### config.mk
export PLATFORM = sky130hd
export DESIGN_NAME = sio_irq_ctl
export DESIGN_NICKNAME = d
export VERILOG_FILES = /design/src/rtl/sio_irq_pkg.sv /design/src/rtl/sio_bus_dec.sv /design/src/rtl/sio_ctrl_regs.sv /design/src/rtl/sio_flag_cell.sv /design/src/rtl/sio_irq_gen.sv /design/src/rtl/sio_irq_ctl.sv
export SDC_FILE = /design/constraint.sdc
export NUM_CORES = 1
export LEC_CHECK = 0
export BUFFER_PORTS_ARGS = -buffer_cell sky130_fd_sc_hd__buf_2
export CORE_UTILIZATION = 30
export CTS_BUF_LIST = sky130_fd_sc_hd__clkbuf_8
export CTS_CLUSTER_DIAMETER = 40
export DETAILED_ROUTE_END_ITERATION = 8
export PLACE_DENSITY = 0.54
export SYNTH_ARGS = -nofsm -noshare
export SYNTH_HDL_FRONTEND = slang
export SYNTH_SLANG_ARGS = --single-unit
### constraint.sdc
create_clock -name clk -period 2.1 [get_ports clk]
set_input_delay 0.21 -clock clk [delete_from_list [all_inputs] [get_ports clk]]
set_output_delay 0.21 -clock clk [all_outputs]
set_load 0.05 [all_outputs]
### src/rtl/sio_irq_pkg.sv
package sio_irq_pkg;

  localparam int NFLAG    = 5;
  localparam int FL_TXE   = 0;
  localparam int FL_RXF   = 1;
  localparam int FL_OVR   = 2;
  localparam int FL_FRM   = 3;
  localparam int FL_PAR   = 4;

  localparam int STAT_TOP = 7;
  localparam int TXIE_POS = 7;
  localparam int RXIE_POS = 6;
  localparam int CKS_W    = 2;

  typedef struct packed {
    logic tx_ie;
    logic rx_ie;
  } irq_en_t;

  // status bit position of flag index idx: flags fill downward from the top bit
  function automatic int stat_pos(input int idx);
    return STAT_TOP - idx;
  endfunction

  // only the transmit-empty flag leaves reset set
  function automatic logic flag_rst(input int idx);
    return (idx == FL_TXE);
  endfunction

endpackage

### src/rtl/sio_bus_dec.sv
module sio_bus_dec
  import sio_irq_pkg::*;
#(
  parameter int ADDR_W    = 2,
  parameter int DATA_W    = 8,
  parameter int ADDR_CTRL = 0,
  parameter int ADDR_MODE = 1,
  parameter int ADDR_STAT = 2
) (
  input  logic              clk,
  input  logic              rst_n,
  input  logic [ADDR_W-1:0] addr,
  input  logic              we,
  input  logic              re,
  input  logic [DATA_W-1:0] ctrl_view,
  input  logic [DATA_W-1:0] mode_view,
  input  logic [DATA_W-1:0] stat_view,
  output logic              ctrl_wr,
  output logic              mode_wr,
  output logic              stat_wr,
  output logic              stat_rd,
  output logic [DATA_W-1:0] rdata
);

  logic              hit_ctrl;
  logic              hit_mode;
  logic              hit_stat;
  logic [DATA_W-1:0] rd_mux;

  assign hit_ctrl = (addr == ADDR_W'(ADDR_CTRL));
  assign hit_mode = (addr == ADDR_W'(ADDR_MODE));
  assign hit_stat = (addr == ADDR_W'(ADDR_STAT));

  assign ctrl_wr  = we & hit_ctrl;
  assign mode_wr  = we & hit_mode;
  assign stat_wr  = we & hit_stat;
  assign stat_rd  = re & hit_stat;

  always_comb begin
    rd_mux = '0;
    if (hit_ctrl)      rd_mux = ctrl_view;
    else if (hit_mode) rd_mux = mode_view;
    else if (hit_stat) rd_mux = stat_view;
  end

  always_ff @(posedge clk) begin
    if (!rst_n)  rdata <= '0;
    else if (re) rdata <= rd_mux;
  end

endmodule

### src/rtl/sio_ctrl_regs.sv
module sio_ctrl_regs
  import sio_irq_pkg::*;
#(
  parameter int DATA_W = 8
) (
  input  logic              clk,
  input  logic              rst_n,
  input  logic              ctrl_wr,
  input  logic              mode_wr,
  input  logic              wr_txie,
  input  logic              wr_rxie,
  input  logic [CKS_W-1:0]  wr_cks,
  output irq_en_t           en,
  output logic [CKS_W-1:0]  cksel,
  output logic [DATA_W-1:0] ctrl_view,
  output logic [DATA_W-1:0] mode_view
);

  always_ff @(posedge clk) begin
    if (!rst_n) begin
      en    <= '0;
      cksel <= '0;
    end else begin
      if (ctrl_wr) begin
        en.tx_ie <= wr_txie;
        en.rx_ie <= wr_rxie;
      end
      if (mode_wr) cksel <= wr_cks;
    end
  end

  always_comb begin
    ctrl_view           = '0;
    ctrl_view[TXIE_POS] = en.tx_ie;
    ctrl_view[RXIE_POS] = en.rx_ie;
    mode_view           = '0;
    mode_view[CKS_W-1:0] = cksel;
  end

endmodule

### src/rtl/sio_flag_cell.sv
module sio_flag_cell #(
  parameter logic RST_VAL = 1'b0
) (
  input  logic clk,
  input  logic rst_n,
  input  logic set_p,
  input  logic rd_hit,
  input  logic clr_req,
  output logic flag,
  output logic arm,
  output logic clr_fire
);

  // clear only honoured when armed and not overtaken by a set
  assign clr_fire = clr_req & arm & ~set_p;

  always_ff @(posedge clk) begin
    if (!rst_n) begin
      flag <= RST_VAL;
      arm  <= 1'b0;
    end else if (set_p) begin
      flag <= 1'b1;
      arm  <= 1'b0;
    end else if (clr_fire) begin
      flag <= 1'b0;
      arm  <= 1'b0;
    end else if (rd_hit && flag) begin
      arm  <= 1'b1;
    end
  end

endmodule

### src/rtl/sio_irq_gen.sv
module sio_irq_gen
  import sio_irq_pkg::*;
(
  input  logic             clk,
  input  logic             rst_n,
  input  irq_en_t          en,
  input  logic [NFLAG-1:0] flags,
  output logic             tx_irq,
  output logic             rx_irq,
  output logic             err_irq
);

  logic tx_want;
  logic rx_want;
  logic err_any;
  logic err_want;

  assign tx_want  = en.tx_ie & flags[FL_TXE];
  assign rx_want  = en.rx_ie & flags[FL_RXF];
  assign err_any  = flags[FL_OVR] | flags[FL_FRM] | flags[FL_PAR];
  assign err_want = en.rx_ie & err_any;

  always_ff @(posedge clk) begin
    if (!rst_n) begin
      tx_irq  <= 1'b0;
      rx_irq  <= 1'b0;
      err_irq <= 1'b0;
    end else begin
      tx_irq  <= tx_want;
      rx_irq  <= rx_want;
      err_irq <= err_want;
    end
  end

endmodule

### src/rtl/sio_irq_ctl.sv
module sio_irq_ctl
  import sio_irq_pkg::*;
#(
  parameter int ADDR_W    = 2,
  parameter int DATA_W    = 8,
  parameter int ADDR_CTRL = 0,
  parameter int ADDR_MODE = 1,
  parameter int ADDR_STAT = 2
) (
  input  logic              clk,
  input  logic              rst_n,
  input  logic [ADDR_W-1:0] bus_addr,
  input  logic              bus_we,
  input  logic              bus_re,
  input  logic [DATA_W-1:0] bus_wdata,
  output logic [DATA_W-1:0] bus_rdata,
  input  logic              tx_empty_set,
  input  logic              rx_full_set,
  input  logic              overrun_set,
  input  logic              framing_set,
  input  logic              parity_set,
  output logic [1:0]        cksel,
  output logic              tx_irq,
  output logic              rx_irq,
  output logic              err_irq
);

  logic              ctrl_wr;
  logic              mode_wr;
  logic              stat_wr;
  logic              stat_rd;
  logic [DATA_W-1:0] ctrl_view;
  logic [DATA_W-1:0] mode_view;
  logic [DATA_W-1:0] stat_view;
  irq_en_t           en;
  logic              tx_ie;
  logic              rx_ie;
  logic [NFLAG-1:0]  set_vec;
  logic [NFLAG-1:0]  clr_req;
  logic [NFLAG-1:0]  clr_fire;
  logic [NFLAG-1:0]  flags;
  logic [NFLAG-1:0]  arms;
  logic              unused_wbits;

  assign set_vec      = {parity_set, framing_set, overrun_set, rx_full_set, tx_empty_set};
  assign tx_ie        = en.tx_ie;
  assign rx_ie        = en.rx_ie;
  assign unused_wbits = ^bus_wdata;

  sio_bus_dec #(
    .ADDR_W(ADDR_W), .DATA_W(DATA_W),
    .ADDR_CTRL(ADDR_CTRL), .ADDR_MODE(ADDR_MODE), .ADDR_STAT(ADDR_STAT)
  ) u_dec (
    .clk(clk), .rst_n(rst_n), .addr(bus_addr), .we(bus_we), .re(bus_re),
    .ctrl_view(ctrl_view), .mode_view(mode_view), .stat_view(stat_view),
    .ctrl_wr(ctrl_wr), .mode_wr(mode_wr), .stat_wr(stat_wr), .stat_rd(stat_rd),
    .rdata(bus_rdata)
  );

  sio_ctrl_regs #(.DATA_W(DATA_W)) u_regs (
    .clk(clk), .rst_n(rst_n), .ctrl_wr(ctrl_wr), .mode_wr(mode_wr),
    .wr_txie(bus_wdata[TXIE_POS]), .wr_rxie(bus_wdata[RXIE_POS]),
    .wr_cks(bus_wdata[CKS_W-1:0]),
    .en(en), .cksel(cksel), .ctrl_view(ctrl_view), .mode_view(mode_view)
  );

  for (genvar g = 0; g < NFLAG; g++) begin : g_flag
    assign clr_req[g] = stat_wr & ~bus_wdata[stat_pos(g)];
    sio_flag_cell #(.RST_VAL(flag_rst(g))) u_cell (
      .clk(clk), .rst_n(rst_n), .set_p(set_vec[g]), .rd_hit(stat_rd),
      .clr_req(clr_req[g]), .flag(flags[g]), .arm(arms[g]),
      .clr_fire(clr_fire[g])
    );
  end

  always_comb begin
    stat_view = '0;
    for (int i = 0; i < NFLAG; i++) stat_view[stat_pos(i)] = flags[i];
  end

  sio_irq_gen u_irq (
    .clk(clk), .rst_n(rst_n), .en(en), .flags(flags),
    .tx_irq(tx_irq), .rx_irq(rx_irq), .err_irq(err_irq)
  );

endmodule

Word-level counts from Yosys, hierarchy flattened
Index checks and enable logic that the tools add are counted.

Register bits: 25. Input port bits: 19. Word-level logic and storage cells: 81.

Equal/unequal tests: 2. Mux-type cells: 11. Bitwise operators: 35. Reductions and logical operators: 16.

Operators with widths (number): two-way mux 8 bit (3); AND 1 bit (22); OR reduction 3 bit (5); NOT 1 bit (11); two-way mux 1 bit (8); nonzero test 2 bit (4); logical AND 1 bit (5); == test 2 x 1 -> 1 bit, second input constant (1); == test 2 bit, second input constant (1); logical NOT 2 bit (1); bitwise OR 1 bit (2); OR reduction 2 bit (1).

Longest topological paths before layout
Word-level depth: 7. Mapped depth: 4.

Modules after synthesis
From an unflattened synthesis, not the netlist that was laid out.

Cell total of the unflattened synthesis: 148. Area, all modules: 1328.8 um2.

Modules (own cells, without submodules): sio_bus_dec (times used 1, cells each 58, area each 479.2 um2, sequential area each 160.2 um2); sio_flag_cell (g_flag[1].u_cell ...) (times used 4, cells each 10, area each 92.6 um2, sequential area each 40.0 um2); sio_ctrl_regs (times used 1, cells each 29, area each 269.0 um2, sequential area each 80.1 um2); sio_irq_gen (times used 1, cells each 6, area each 82.6 um2, sequential area each 60.1 um2); sio_flag_cell (g_flag[0].u_cell) (times used 1, cells each 9, area each 80.1 um2, sequential area each 40.0 um2); sio_irq_ctl (times used 1, cells each 6, area each 47.5 um2, sequential area each 0.0 um2).

Worst setup path before layout
No wires, ideal clock.

Path kind: flip-flop to flip-flop. Start point: register u_regs.cksel[0]. End point: register u_dec.rdata[0]. Setup time: 0.070 ns. Arrival time: 0.904 ns. Data required time: 2.030 ns. Setup slack: 1.126 ns. Cell stages (with the launch flop): 3. Buffers on the path: 0. Period minus slack after synthesis: 0.974 ns. Cells stage by stage: dfxtp_1 > nand4b_1 > a21boi_1.

Cells in the longest elaborated chain, start to end: 2.

RTL lines: from (decl) (RTL line sio_ctrl_regs.sv:14) `output logic [CKS_W-1:0] cksel,`; from (signal assigned) (RTL line sio_ctrl_regs.sv:28) `if (mode_wr) cksel <= wr_cks;`; two-way mux 8 bit (RTL line sio_bus_dec.sv:42) `else if (hit_mode) rd_mux = mode_view;`; two-way mux 8 bit (RTL line sio_bus_dec.sv:41) `if (hit_ctrl) rd_mux = ctrl_view;`; to (signal assigned) (RTL line sio_bus_dec.sv:48) `else if (re) rdata <= rd_mux;`; to (decl) (RTL line sio_bus_dec.sv:22) `output logic [DATA_W-1:0] rdata`.

No other way between the ends. A chain may end at the register's enable or synchronous reset.

Worst setup path in the final report
Start point: register u_regs.cksel[0]. End point: output cksel[0].

RTL lines: to (decl) (RTL line sio_irq_ctl.sv:22) `output logic [1:0] cksel,`.

No word-level cell between the ends.

==> run_results.csv <==
group,metric,value,unit
worst_hold_path,hold_path.class,"input port to register",
synth,synth.ff_latch_count,24,
floorplan,io_pins,32,
setup_path,rr_startpoint,"g_flag[4].u_cell.flag$_SDFFE_PN0P_",
drt,avgViaCountPerCell,4.93,
grt,grt_remaining_overflow,0,
synth,netlist_area,0.00110,mm²
setup_path,cp-startpoint,"u_regs.cksel[0]$_SDFFE_PN0P_",
timing,worstMarginPinSlew,0.500,ns
clock_tree,clock_sinks,24,
drt,num_vias,887,
clock_tree,cts_tree,"done",
worst_hold_path,holdPathStages,3,
grt,grt_pass1_wl,4.06,mm
setup_path,arrival,0.88,ns
clock_tree,cts_root_buffer,"clkbuf_8",
power,ir_drop,0.000405,V
setup_path,timing_worst_setup_path_type,"register to output port",
worst_hold_path,hp-start,"bus_wdata[1]",
synth,netlist_instances,108,
grt,grt_pass1_vias,857,
final_layout,drive_above_1_share,0.291,
worst_hold_path,hold_end,"u_regs.cksel[1]$_SDFFE_PN0P_",
timing,slew_viol_final,0,
run_status,status,"finished, final reports clean",
timing,tns,0,ns
final_layout,num-fill-cells,366,
timing,rsz0062_at_grt,"false",
drt,drtIter0Drc,76,
grt,grt_max_degree,35,
floorplan,die_h,62.7,µm
floorplan,die_x,62.7,µm
setup_path,r2r_end,"g_flag[4].u_cell.arm$_SDFFE_PP0P_",
synth,synth_edf_count,0,
drt,routed_wl,2.27,mm
timing,setup_viol,0,
clock_tree,cts_hold_buffers,0,
clock_tree,clk_latency,0.26,ns
setup_path,crit_chain,"buf_2",
synth,ys_seq_area_frac,0.435,
timing,clock-skew-final,0.00387,ns
timing,fmax,917,MHz
clock_tree,cts_setup_buffers,0,
timing,period_minus_slack,1.09,ns
grt,grtUsageTotal,0.130,
drt,wl_per_cell,12.6,µm
placement,gp_congestion,0.771,
clock_tree,cts_max_path_buffers,2,
timing,hold_viol,0,
final_layout,utilization,0.379,
setup_path,path_max_fanout,3,
clock_tree,cts_buffers,3,
setup_path,r2r_slack,1.23,ns
power,p_leak,0.000547,µW
setup_path,path_buf_inv,1,
final_layout,layout-area-overhead-vs-synth,18.0,%
drt,drc_errors,0,
floorplan,start_util,0.321,
final_layout,diodes,0,
setup_path,required,1.89,ns
clock_tree,cts-resized-gates,0,
final_layout,final_nets,154,
synth,yosys_warnings,0,
setup_path,crit_path_top_delay_cell,"dfxtp_1",
floorplan,core.rowCount,21,
flow_run,maxCapViolations,0,
setup_path,critPathMaxStageDelay,0.35,ns
setup_path,worst_setup_path_end_kind,"output port",
synth,synth_cell_types,28,
placement,place_hpwl,1.63,mm
synth,syn-num-nets,127,
setup_path,r2r_cells,2,
setup_path,start_kind,"register",
synth,ys.flop_type,"dfxtp_1",
synth,async_flop_share,0,
drt,drt_pass1_iterations,4,
floorplan,dieArea,0.00393,mm²
clock_tree,htreeDepth,1,
grt,antenna_found_initial,0,
synth,postSynthAreaPerCell,10.2,µm²
clock_tree,path_clk_slew,0.08,ns
floorplan,core_area,0.00344,mm²
timing,relSlewSlack,0.666,
placement,portBuffers,29,
setup_path,critPathTopFamily,"flip-flops",
power,power_density,684,mW/mm²
drt,antenna_left,0,
timing,fin_crit_sh,0.519,
how the worst max path moves through the flow:
stage                                   endpoint  slack (ns)  cells past startpoint
6_report                                cksel[0]        1.01                      1
5_1_grt                                 cksel[1]        0.95                      1
4_1_cts                                 cksel[0]         1.0                      1
3_5_place_dp   g_flag[4].u_cell.arm$_SDFFE_PP0P_        0.88                      3
3_3_place_gp   g_flag[0].u_cell.arm$_SDFFE_PP0P_        0.93                      3
2_1_floorplan        u_dec.rdata[0]$_SDFFE_PN0P_        1.13                      2
layout make-up:
| type | instances | area [µm²] | share of cell area |
|---|---|---|---|
| Timing Repair Buffer | 29 | 145 | 0.111 |
| Multi-Input combinational cell | 72 | 547 | 0.419 |
| Sequential cell | 24 | 480 | 0.369 |
| Clock buffer | 4 | 55.1 | 0.0422 |
| Inverter | 5 | 18.8 | 0.0144 |
| Tap cell | 46 | 57.6 | 0.0441 |
where the power goes:
group          leakage (µW)  internal [µW]  switching [µW]  total (µW)
registers          0.000195            468            9.76         477
logic              0.000322           42.6            63.7         106
clock network     0.0000288            167             141         308
total              0.000547            677             215         892
through the flow:
stage | std cells | instance area (µm²) | power, µW | worst slack (ns) | hold WS [ns]
after global placement | 176 | 1250 | 593 | 0.934 | 0.452
final | 180 | 1300 | 892 | 1.01 | 0.188
after detailed placement | 176 | 1250 | 596 | 0.884 | 0.454
after CTS | 180 | 1300 | 907 | 0.996 | 0.182
after floorplan | 108 | 1100 | 564 | 1.13 | 0.346
after global routing | 180 | 1300 | 942 | 0.953 | 0.184
synthesized netlist by cell type (2+ instances only):
master	instances	area (µm²)
dfxtp_1	24	480
nand2_1	8	30.0
nand3b_1	8	60.1
mux2i_1	6	60.1
inv_1	5	18.8
nand2b_1	5	31.3
nand4b_1	5	43.8
nor4bb_1	5	50.1
o21ai_0	5	25.0
o2bb2ai_1	5	43.8
a31oi_1	4	25.0
and4bb_2	4	50.1
a21boi_0	3	22.5
buf_6	3	33.8
a21boi_1	2	15.0
and3_1	2	12.5
buf_2	2	10.0
buf_4	2	15.0
per-layer routing:
metal / share of wire / vias up / GRT usage / routed length (µm)
met5: 0 / - / 0 / 0
li1: - / 449 / - / -
met3: 0.049 / 2 / 0.0474 / 110
met2: 0.45 / 25 / 0.207 / 1020
met1: 0.49 / 411 / 0.168 / 1120
met4: 0.0084 / 0 / 0.0262 / 19
cells by family after synthesis:
kind of cell | after synthesis | share of synthesized area
compound gates | 21 | 0.131
buf+inv | 12 | 0.0702
flops | 24 | 0.435
mux | 6 | 0.0544
other cells | 1 | 0.00339
simple gates | 44 | 0.306
sequential cells by signal, summed over array words and instances (netlist names):
signal	cells
g_flag.u_cell.arm	5
g_flag.u_cell.flag	5
u_dec.rdata	7
u_irq.err_irq	1
u_irq.rx_irq	1
u_irq.tx_irq	1
u_regs.cksel	2
u_regs.ctrl_view	2
layout by cell type, fill, tap and decap left out, drive strengths merged:
cell,n
nand2b,5
and4bb,5
nand2,8
conb,1
o21ai,6
nor4bb,5
a21boi,5
a31oi,4
clkbuf,4
mux2i,6
nand3b,8
dfxtp,24
nor2,1
buf,29
nor3b,2
o2bb2ai,5
and3,2
nand4b,5
nor3,1
and3b,2
a41oi,1
inv,5
worst register-to-register path, delay by kind of cell, from the launching register on:
family           cells  cell delay (ns)
AO/OA/AOI/OAI        1             0.14
flip-flops           1             0.40
AND/OR/NAND/NOR      1             0.27
Note: power is estimated with default switching activity, not from simulation.
